--- src/rtl/osrx_pkg.sv ---
package osrx_pkg;

    localparam int OS_TICKS   = 14;             // oversample ticks per bit
    localparam int FRAME_BITS = 10;             // start + 8 data + stop
    localparam int CHAR_TICKS = OS_TICKS * FRAME_BITS;

    // status bit positions (software decodes these)
    localparam int SB_TRIG = 1;
    localparam int SB_TMO  = 2;
    localparam int SB_FE   = 3;
    localparam int SB_BRK  = 4;
    localparam int SB_OE   = 5;

    typedef enum logic [2:0] {
        ST_IDLE,
        ST_START,
        ST_DATA,
        ST_STOP,
        ST_HOLD
    } rx_state_t;

    typedef enum logic [2:0] {
        A_DATA   = 3'd0,
        A_LEVEL  = 3'd1,
        A_STATUS = 3'd2,
        A_CTRL   = 3'd3,
        A_RATE   = 3'd4
    } reg_addr_t;

    typedef struct packed {
        logic       brk;
        logic       fe;
        logic [7:0] data;
    } rx_word_t;

    function automatic logic [6:0] trig_bytes(input logic [2:0] sel);
        case (sel)
            3'd0:    return 7'd1;
            3'd1:    return 7'd4;
            3'd2:    return 7'd8;
            3'd3:    return 7'd16;
            3'd4:    return 7'd32;
            default: return 7'd48;
        endcase
    endfunction

endpackage

--- src/rtl/osrx_baud.sv ---
module osrx_baud #(
    parameter int RATE_W = 8,
    parameter int OS     = osrx_pkg::OS_TICKS,
    parameter int OS_W   = $clog2(OS)
) (
    input  logic              clk,
    input  logic              rst_n,
    input  logic              hold,
    input  logic [RATE_W-1:0] rate,
    input  logic [OS_W-1:0]   samp_pt,
    output logic              samp_stb,
    output logic              bit_end
);

    logic [RATE_W-1:0] div_q;
    logic [OS_W-1:0]   os_q;
    logic              tick;

    assign tick = (div_q == rate) && !hold;

    always_ff @(posedge clk or negedge rst_n) begin
        if (!rst_n) begin
            div_q <= '0;
            os_q  <= '0;
        end else if (hold) begin
            div_q <= '0;
            os_q  <= '0;
        end else if (div_q == rate) begin
            div_q <= '0;
            os_q  <= (os_q == OS_W'(OS - 1)) ? '0 : os_q + 1'b1;
        end else begin
            div_q <= div_q + 1'b1;
        end
    end

    assign samp_stb = tick && (os_q == samp_pt);
    assign bit_end  = tick && (os_q == OS_W'(OS - 1));

    p_os_range_r1: assert property (@(posedge clk) disable iff (!rst_n)
        os_q < OS_W'(OS));

    p_hold_zeroes_r1: assert property (@(posedge clk) disable iff (!rst_n)
        hold |=> (os_q == '0));

endmodule

--- src/rtl/osrx_deser.sv ---
module osrx_deser
    import osrx_pkg::*;
(
    input  logic     clk,
    input  logic     rst_n,
    input  logic     rx,
    input  logic     samp_stb,
    input  logic     bit_end,
    output logic     hold,
    output logic     busy,
    output logic     frm_valid,
    output rx_word_t frm_word
);

    rx_state_t  state, nxt;
    logic [7:0] shreg;
    logic [2:0] bit_idx;

    // state register
    always_ff @(posedge clk or negedge rst_n) begin
        if (!rst_n) state <= ST_IDLE;
        else        state <= nxt;
    end

    // next state and outputs
    always_comb begin
        nxt       = state;
        frm_valid = 1'b0;
        unique case (state)
            ST_IDLE:  if (!rx) nxt = ST_START;
            ST_START: begin
                if (samp_stb && rx) nxt = ST_IDLE;
                else if (bit_end)   nxt = ST_DATA;
            end
            ST_DATA:  if (bit_end && bit_idx == 3'd7) nxt = ST_STOP;
            ST_STOP:  begin
                if (samp_stb) begin
                    frm_valid = 1'b1;
                    nxt       = rx ? ST_IDLE : ST_HOLD;
                end
            end
            ST_HOLD:  if (rx) nxt = ST_IDLE;
            default:  nxt = ST_IDLE;
        endcase
    end

    always_ff @(posedge clk or negedge rst_n) begin
        if (!rst_n) begin
            shreg   <= '0;
            bit_idx <= '0;
        end else if (state == ST_IDLE) begin
            bit_idx <= '0;
        end else if (state == ST_DATA) begin
            if (samp_stb) shreg   <= {rx, shreg[7:1]};
            if (bit_end)  bit_idx <= bit_idx + 1'b1;
        end
    end

    assign hold          = (state == ST_IDLE);
    assign busy          = (state != ST_IDLE);
    assign frm_word.data = shreg;
    assign frm_word.fe   = !rx;
    assign frm_word.brk  = !rx && (shreg == 8'h00);

    p_frame_gap_r2: assert property (@(posedge clk) disable iff (!rst_n)
        frm_valid |=> !frm_valid);

    p_brk_is_fe_r7: assert property (@(posedge clk) disable iff (!rst_n)
        (frm_valid && frm_word.brk) |-> frm_word.fe);

    p_hold_waits_r7: assert property (@(posedge clk) disable iff (!rst_n)
        (state == ST_HOLD && !rx) |=> (state == ST_HOLD));

endmodule

--- src/rtl/osrx_fifo.sv ---
module osrx_fifo #(
    parameter int DEPTH = 64,
    parameter int W     = 10,
    parameter int AW    = $clog2(DEPTH),
    parameter int CW    = $clog2(DEPTH + 1)
) (
    input  logic          clk,
    input  logic          rst_n,
    input  logic          push,
    input  logic [W-1:0]  wdata,
    input  logic          pop,
    output logic [W-1:0]  rdata,
    output logic [CW-1:0] count,
    output logic          full,
    output logic          empty
);

    logic [W-1:0]  mem [DEPTH];
    logic [AW-1:0] wptr, rptr;
    logic          do_push, do_pop;

    assign full    = (count == CW'(DEPTH));
    assign empty   = (count == '0);
    assign do_push = push && !full;
    assign do_pop  = pop && !empty;
    assign rdata   = mem[rptr];

    always_ff @(posedge clk) begin
        if (do_push) mem[wptr] <= wdata;
    end

    always_ff @(posedge clk or negedge rst_n) begin
        if (!rst_n) begin
            wptr  <= '0;
            rptr  <= '0;
            count <= '0;
        end else begin
            if (do_push) wptr <= (wptr == AW'(DEPTH - 1)) ? '0 : wptr + 1'b1;
            if (do_pop)  rptr <= (rptr == AW'(DEPTH - 1)) ? '0 : rptr + 1'b1;
            count <= count + CW'(do_push) - CW'(do_pop);
        end
    end

    p_count_bound_r4: assert property (@(posedge clk) disable iff (!rst_n)
        count <= CW'(DEPTH));

    p_full_drop_r5: assert property (@(posedge clk) disable iff (!rst_n)
        (full && push && !pop) |=> (count == CW'(DEPTH)));

endmodule

--- src/rtl/osrx_idle.sv ---
module osrx_idle #(
    parameter int RATE_W = 8,
    parameter int CHARS  = osrx_pkg::CHAR_TICKS,
    parameter int LIM_W  = $clog2(CHARS * 16 + 1)
) (
    input  logic              clk,
    input  logic              rst_n,
    input  logic [RATE_W-1:0] rate,
    input  logic [1:0]        sel,
    input  logic              line_busy,
    input  logic              nonempty,
    input  logic              pop,
    output logic              expired
);

    logic [RATE_W-1:0] div_q;
    logic [LIM_W-1:0]  cnt_q;
    logic [LIM_W-1:0]  limit;
    logic              tick;

    always_comb begin
        case (sel)
            2'd1:    limit = LIM_W'(CHARS * 4 - 1);
            2'd2:    limit = LIM_W'(CHARS * 8 - 1);
            default: limit = LIM_W'(CHARS * 16 - 1);
        endcase
    end

    assign tick = (div_q == rate);

    always_ff @(posedge clk or negedge rst_n) begin
        if (!rst_n) div_q <= '0;
        else        div_q <= tick ? '0 : div_q + 1'b1;
    end

    always_ff @(posedge clk or negedge rst_n) begin
        if (!rst_n) begin
            cnt_q   <= '0;
            expired <= 1'b0;
        end else if (sel == 2'd0 || !nonempty) begin
            cnt_q   <= '0;
            expired <= 1'b0;
        end else if (line_busy || pop) begin
            cnt_q   <= '0;
        end else if (tick && !expired) begin
            if (cnt_q == limit) expired <= 1'b1;
            else                cnt_q   <= cnt_q + 1'b1;
        end
    end

    p_tmo_clear_r9: assert property (@(posedge clk) disable iff (!rst_n)
        !nonempty |=> !expired);

    p_tmo_off_r9: assert property (@(posedge clk) disable iff (!rst_n)
        (sel == 2'd0) |=> !expired);

endmodule

--- src/rtl/osrx_uart.sv ---
module osrx_uart
    import osrx_pkg::*;
#(
    parameter int DEPTH  = 64,
    parameter int RATE_W = 8,
    parameter int CW     = $clog2(DEPTH + 1)
) (
    input  logic        clk,
    input  logic        rst_n,
    input  logic        bus_sel,
    input  logic        bus_wr,
    input  logic [2:0]  bus_addr,
    input  logic [31:0] bus_wdata,
    output logic [31:0] bus_rdata,
    input  logic        serial_in,
    output logic        irq_out
);

    localparam int OS_W = $clog2(OS_TICKS);

    // configuration and sticky status
    logic [RATE_W-1:0] rate_q;
    logic [2:0]        trig_sel;
    logic [1:0]        tmo_sel;
    logic [4:0]        samp_off;
    logic              rx_ie, err_ie;
    logic              sts_fe, sts_brk, sts_oe;

    logic              rx_meta, rx_s;
    logic              baud_hold, samp_stb, bit_end, rx_busy;
    logic              frm_valid;
    rx_word_t          frm_word;
    logic [9:0]        fifo_rd;
    logic [CW-1:0]     fifo_count;
    logic              fifo_full, fifo_empty, fifo_pop;
    logic              trig_hit, tmo_hit;
    logic [OS_W-1:0]   samp_pt;
    logic              wr_ctrl, wr_rate, wr_sts, rd_data;
    logic              fe_set, brk_set, oe_set;
    logic              unused_wbits;

    assign unused_wbits = ^{bus_wdata[31:18], bus_wdata[15:14], bus_wdata[8]};

    assign wr_ctrl  = bus_sel && bus_wr && (bus_addr == A_CTRL);
    assign wr_rate  = bus_sel && bus_wr && (bus_addr == A_RATE);
    assign wr_sts   = bus_sel && bus_wr && (bus_addr == A_STATUS);
    assign rd_data  = bus_sel && !bus_wr && (bus_addr == A_DATA);
    assign fifo_pop = rd_data && !fifo_empty;

    assign samp_pt  = (samp_off > 5'd13) ? OS_W'(13) : OS_W'(samp_off);

    always_ff @(posedge clk or negedge rst_n) begin
        if (!rst_n) begin
            rx_meta <= 1'b1;
            rx_s    <= 1'b1;
        end else begin
            rx_meta <= serial_in;
            rx_s    <= rx_meta;
        end
    end

    osrx_baud #(.RATE_W(RATE_W), .OS(OS_TICKS)) u_baud (
        .clk      (clk),
        .rst_n    (rst_n),
        .hold     (baud_hold),
        .rate     (rate_q),
        .samp_pt  (samp_pt),
        .samp_stb (samp_stb),
        .bit_end  (bit_end)
    );

    osrx_deser u_deser (
        .clk       (clk),
        .rst_n     (rst_n),
        .rx        (rx_s),
        .samp_stb  (samp_stb),
        .bit_end   (bit_end),
        .hold      (baud_hold),
        .busy      (rx_busy),
        .frm_valid (frm_valid),
        .frm_word  (frm_word)
    );

    osrx_fifo #(.DEPTH(DEPTH), .W(10)) u_fifo (
        .clk   (clk),
        .rst_n (rst_n),
        .push  (frm_valid),
        .wdata (frm_word),
        .pop   (fifo_pop),
        .rdata (fifo_rd),
        .count (fifo_count),
        .full  (fifo_full),
        .empty (fifo_empty)
    );

    osrx_idle #(.RATE_W(RATE_W), .CHARS(CHAR_TICKS)) u_idle (
        .clk       (clk),
        .rst_n     (rst_n),
        .rate      (rate_q),
        .sel       (tmo_sel),
        .line_busy (rx_busy),
        .nonempty  (!fifo_empty),
        .pop       (fifo_pop),
        .expired   (tmo_hit)
    );

    assign trig_hit = (fifo_count >= CW'(trig_bytes(trig_sel)));
    assign fe_set   = frm_valid && frm_word.fe;
    assign brk_set  = frm_valid && frm_word.brk;
    assign oe_set   = frm_valid && fifo_full;

    always_ff @(posedge clk or negedge rst_n) begin
        if (!rst_n) begin
            rate_q   <= '1;
            trig_sel <= '0;
            tmo_sel  <= '0;
            samp_off <= 5'd7;
            rx_ie    <= 1'b0;
            err_ie   <= 1'b0;
            sts_fe   <= 1'b0;
            sts_brk  <= 1'b0;
            sts_oe   <= 1'b0;
        end else begin
            if (wr_rate) rate_q <= bus_wdata[RATE_W-1:0];
            if (wr_ctrl) begin
                trig_sel <= bus_wdata[4:2];
                rx_ie    <= bus_wdata[6];
                err_ie   <= bus_wdata[7];
                samp_off <= bus_wdata[13:9];
                tmo_sel  <= bus_wdata[17:16];
            end
            sts_fe  <= fe_set  || (sts_fe  && !(wr_sts && bus_wdata[SB_FE]));
            sts_brk <= brk_set || (sts_brk && !(wr_sts && bus_wdata[SB_BRK]));
            sts_oe  <= oe_set  || (sts_oe  && !(wr_sts && bus_wdata[SB_OE]));
        end
    end

    always_comb begin
        bus_rdata = '0;
        case (bus_addr)
            A_DATA: begin
                if (fifo_empty) bus_rdata[8] = 1'b1;
                else            bus_rdata = {21'b0, fifo_rd[9], fifo_rd[8], 1'b0, fifo_rd[7:0]};
            end
            A_LEVEL:  bus_rdata = 32'(fifo_count);
            A_STATUS: begin
                bus_rdata[SB_TRIG] = trig_hit;
                bus_rdata[SB_TMO]  = tmo_hit;
                bus_rdata[SB_FE]   = sts_fe;
                bus_rdata[SB_BRK]  = sts_brk;
                bus_rdata[SB_OE]   = sts_oe;
            end
            A_CTRL: begin
                bus_rdata[4:2]   = trig_sel;
                bus_rdata[6]     = rx_ie;
                bus_rdata[7]     = err_ie;
                bus_rdata[13:9]  = samp_off;
                bus_rdata[17:16] = tmo_sel;
            end
            A_RATE:   bus_rdata = 32'(rate_q);
            default:  bus_rdata = '0;
        endcase
    end

    assign irq_out = (rx_ie && (trig_hit || tmo_hit)) ||
                     (err_ie && (sts_fe || sts_brk || sts_oe));

    p_empty_tag_r3: assert property (@(posedge clk) disable iff (!rst_n)
        (rd_data && fifo_empty) |-> (bus_rdata[8] && bus_rdata[7:0] == 8'h00));

    p_oe_on_drop_r5: assert property (@(posedge clk) disable iff (!rst_n)
        (frm_valid && fifo_full) |=> sts_oe);

    p_oe_clear_r10: assert property (@(posedge clk) disable iff (!rst_n)
        (wr_sts && bus_wdata[SB_OE] && !oe_set) |=> !sts_oe);

    p_irq_masked_r11: assert property (@(posedge clk) disable iff (!rst_n)
        (!rx_ie && !err_ie) |-> !irq_out);

endmodule

--- config.mk ---
export PLATFORM = sky130hd
export DESIGN_NAME = osrx_uart
export DESIGN_NICKNAME = d
export VERILOG_FILES = /design/src/rtl/osrx_pkg.sv /design/src/rtl/osrx_baud.sv /design/src/rtl/osrx_deser.sv /design/src/rtl/osrx_fifo.sv /design/src/rtl/osrx_idle.sv /design/src/rtl/osrx_uart.sv
export SDC_FILE = /design/constraint.sdc
export NUM_CORES = 1
export LEC_CHECK = 0
export ABC_AREA = 1
export BUFFER_PORTS_ARGS = -buffer_cell sky130_fd_sc_hd__clkbuf_2
export CORE_MARGIN = 8
export CORE_UTILIZATION = 40
export CTS_CLUSTER_DIAMETER = 30
export DETAILED_ROUTE_END_ITERATION = 12
export SYNTH_ARGS = -nofsm -noshare
export SYNTH_HDL_FRONTEND = slang
export SYNTH_SLANG_ARGS = --single-unit
--- constraint.sdc ---
create_clock -name clk -period 3.5 [get_ports clk]
set_input_delay 0 -clock clk [delete_from_list [all_inputs] [get_ports clk]]
set_output_delay 0 -clock clk [all_outputs]
set_load 0.05 [all_outputs]
==> summary.md <==
| Metric | Value |
|---|---|
| Share of the synthesized area in the top cell type | between 60 and 70% |
| Hpwl dp | 47300 µm |
| Post-synth top flop | edfxtp_1 |
| Unrepaired setup endpoints after global routing | true |
| H-tree levels | 4 |
| List of most frequent post-synthesis cells | edfxtp_1 (640), nor2_1 (504), o21ai_0 (355) |
| Worst setup startpoint | u_fifo.rptr[0] |
| Antenna violations before repair | 1 |
| Cell row count | 102 |
| Max stage delay on crit path | 0.58 ns |
| Placer Congestion | just over 0.9 |
| Design Power | 30500 µW |
| Cell Area, Placed | between 30000 and 40000 µm² |
| Fillers | 6555 |
| Deepest clock path buffer count | 3 |
| Clock skew | ~0.025 ns |
| Max rail drop VDD | 0.000460 V |
| Horiz. Die Dim | 294 µm |
| CTS root buf | clkbuf_16 |
| Boundary Pins | 73 |
| Final Max Tran Viols | 0 |
| GR Util met2 | between 20 and 30% |
| DRC viols | 0 |
| Clock net sink count | ~730 |
| WP data arrival | 3.36 ns |
| Critical R2R Launch | rate_q[2] |
| Average cell area after synthesis | approximately 12 µm² |
| Number of synthesized flops with an enable pin | 640 |
| Pre-antenna DRT Iters | 6 |
| DR vias | 21.6k |
| Post-synthesis sequential area ratio | 69.7% |
| Die Height | 294 µm |
| Share of cells above drive strength 1 | between 10 and 15% |
| CP Launch Type | register |
| Crit-path most repeated cell | nand3_1 |
| Hold path start | bus_wdata[10] |
| Grt total ovfl | 0 |
| Vias in the first global route | 21.1k |
| Final Net Count | 2936 |
| Final Hold Fails | 0 |
| Die footprint | 86300 µm² |
| Met1 Resource Use GR | 24.9% |
| TNS Setup | 0 ns |
| Area leader, netlist | edfxtp_1 |
| First-pass GRT wire length | 123000 µm |
| Crit path time final | 3.36 ns |
| Core Region | 77000 µm² |
| Diodes inserted | 0 |
| Mapped Area | slightly above 30000 µm² |
| Routed wire length | 81500 µm |
| Top-count cell post-synth | edfxtp_1 |
| CP max FO | 51 |
| Worst Tran Pin Value | 0.893 ns |
| Area Overhead vs Synth | 23.6% |
| Crit Path Category | reg -> out |
| Async S/R FF share, synth | 12.4% |
| Min-delay worst type | in -> reg |
| GRT Overall Usage | 18.4% |
| Slew margin rel. | 40.4% |
| Slowest-stage cell, CP | dfrtp_4 |
| Synthesized instance count | roughly 2.7k |
| GR Util met3 | under 10% |
| CTS tree | yes |
| Initial Utilization | around 40% |
| Fmax | between 200 and 300 MHz |
| Final core utilization | 49.6% |
| Synth cell types | 48 |
| Final setup viols | 0 |
| Data required, critical path | approximately 3.5 ns |
| Part of the cycle the worst path needs | between 90% and 100% |
| Iter 0 DRT Violations | 2371 |
| Post-route ant nets | 0 |
| CTS Buf Count | 136 |
| Run status | completed |
| Fin area | 38100 µm² |
| Max-Cap Viols | 0 |
| CP cell instances | buf_16, buf_16, nor2_1, nor2_1, o21ai_0, o21ai_0, a21oi_1, nand3_1, nand3_1, nand3_1, nand2_1, nand2_1, buf_12 |
| CP Capture Type | output port |
| Clock Latency Late Sink | 0.70 ns |
| Buffers on Ports | 39 |
| Vias/cell | ~5.4 |
| WL per Instance | 20.3 µm |
| Largest cells by area after synthesis | edfxtp_1 (62%), dfrtp_1 (6.3%), nor2_1 (6.1%) |
| PD cells | 801 nW/µm² |
| Worst-path clk slew | roughly 0.05 ns |
| Grt peak-use layer | met2 |
| Largest net degree at the start of global routing | 112 |
| Leak Pwr | 0.0133 µW |
| Warnings from Yosys | 0 |
| Number of synthesized register bits | approximately 730 |
[cell type report]
class                      instances  area, µm²  share of cell area, %
sequential                       731      21500                   56.4
clock inverter                    92       1160                   3.04
timing repair buffer             191       1830                   4.80
inverter                         132        514                   1.35
clock buffer                     157       3600                   9.43
multi-input combinational       1677       8210                   21.5
tap                             1040       1300                   3.41
[sequential cells by signal (all words and copies together) (netlist names), 2 cells and up]
| signal | cells |
|---|---|
| rate_q | 8 |
| samp_off | 5 |
| tmo_sel | 2 |
| trig_sel | 3 |
| u_baud.div_q | 8 |
| u_baud.os_q | 4 |
| u_deser.bit_idx | 3 |
| u_deser.shreg | 8 |
| u_deser.state | 3 |
| u_fifo.count | 7 |
| u_fifo.mem | 640 |
| u_fifo.rptr | 6 |
| u_fifo.wptr | 6 |
| u_idle.cnt_q | 12 |
| u_idle.div_q | 8 |
[layout by cell type (no fill, tap or decap), drive strengths merged, types with 41 or more instances in the layout]
master	Yosys	final
o21ai	364	364
dfrtp	78	78
nor2	507	507
a21oi	46	46
inv	128	142
edfxtp	640	640
nand3	132	132
nand2	318	318
clkbuf	78	189
o211ai	69	69
buf	75	133
clkinv	4	41
o22ai	71	71
[path summary, 6_finish.rpt]
path | end | slack (ns) | depth (start not counted)
worst max register to register | u_fifo.mem[9][5] | 0.47 | 12
max in group asynchronous | u_idle.div_q[0] | 1.43 | 4
worst max-delay path | bus_rdata[10] | 0.14 | 13
worst min register to register | rx_s | 0.36 | 0
min in group asynchronous | u_idle.cnt_q[10] | 0.44 | 3
worst min-delay path | samp_off[1] | 0.09 | 3
[power breakdown]
part / total, µW / switching [µW] / internal (µW)
Sequential: 9990 / 322 / 9670
Combinational: 7150 / 4890 / 2270
Clock: 13400 / 4370 / 9020
Total: 30500 / 9580 / 21000
[cells by family after synthesis]
kind of cell / synth area share (%)
AO/OA/AOI/OAI: 10.5
XOR/XNOR: 0.709
adder cells (fa/ha/maj): 1.12
buffers and inverters: 3.96
flip-flops: 69.7
multiplexers: 0.255
other: 0.0121
AND/OR/NAND/NOR: 13.7
[worst max-delay path: cells and delay by family (launching register included)]
| kind | cells | cell delay, ns |
|---|---|---|
| compound gates | 3 | 0.41 |
| buf+inv | 3 | 0.61 |
| flops | 1 | 0.58 |
| simple gates | 7 | 1.02 |
[per-layer routing]
metal,routed length (µm),share of wire [%],up-vias
li1,-,-,9965
met1,34700,43,10600
met2,38400,47,882
met3,5920,7.3,156
met4,2430,3.0,0
met5,0,0,-
[what timing repair did]
item,in CTS,in global routing
gates resized for setup,2,12
hold endpoints to repair,101,0
endpoints found under the setup margin,6,10
gates cloned,0,3
hold buffers,26,0
buffers inserted,1,6
[metrics by stage]
stage          cells  worst slack [ns]  hold slack [ns]
3_3_place_gp    3735             0.542           0.0894
2_1_floorplan   2693             0.642           -0.296
6_report        4020             0.138           0.0871
3_5_place_dp    3735             0.538           0.0889
5_1_grt         4020          -0.00734           0.0835
4_1_cts         4011           0.00203           0.0422
Power figures use the tool's default switching activity.
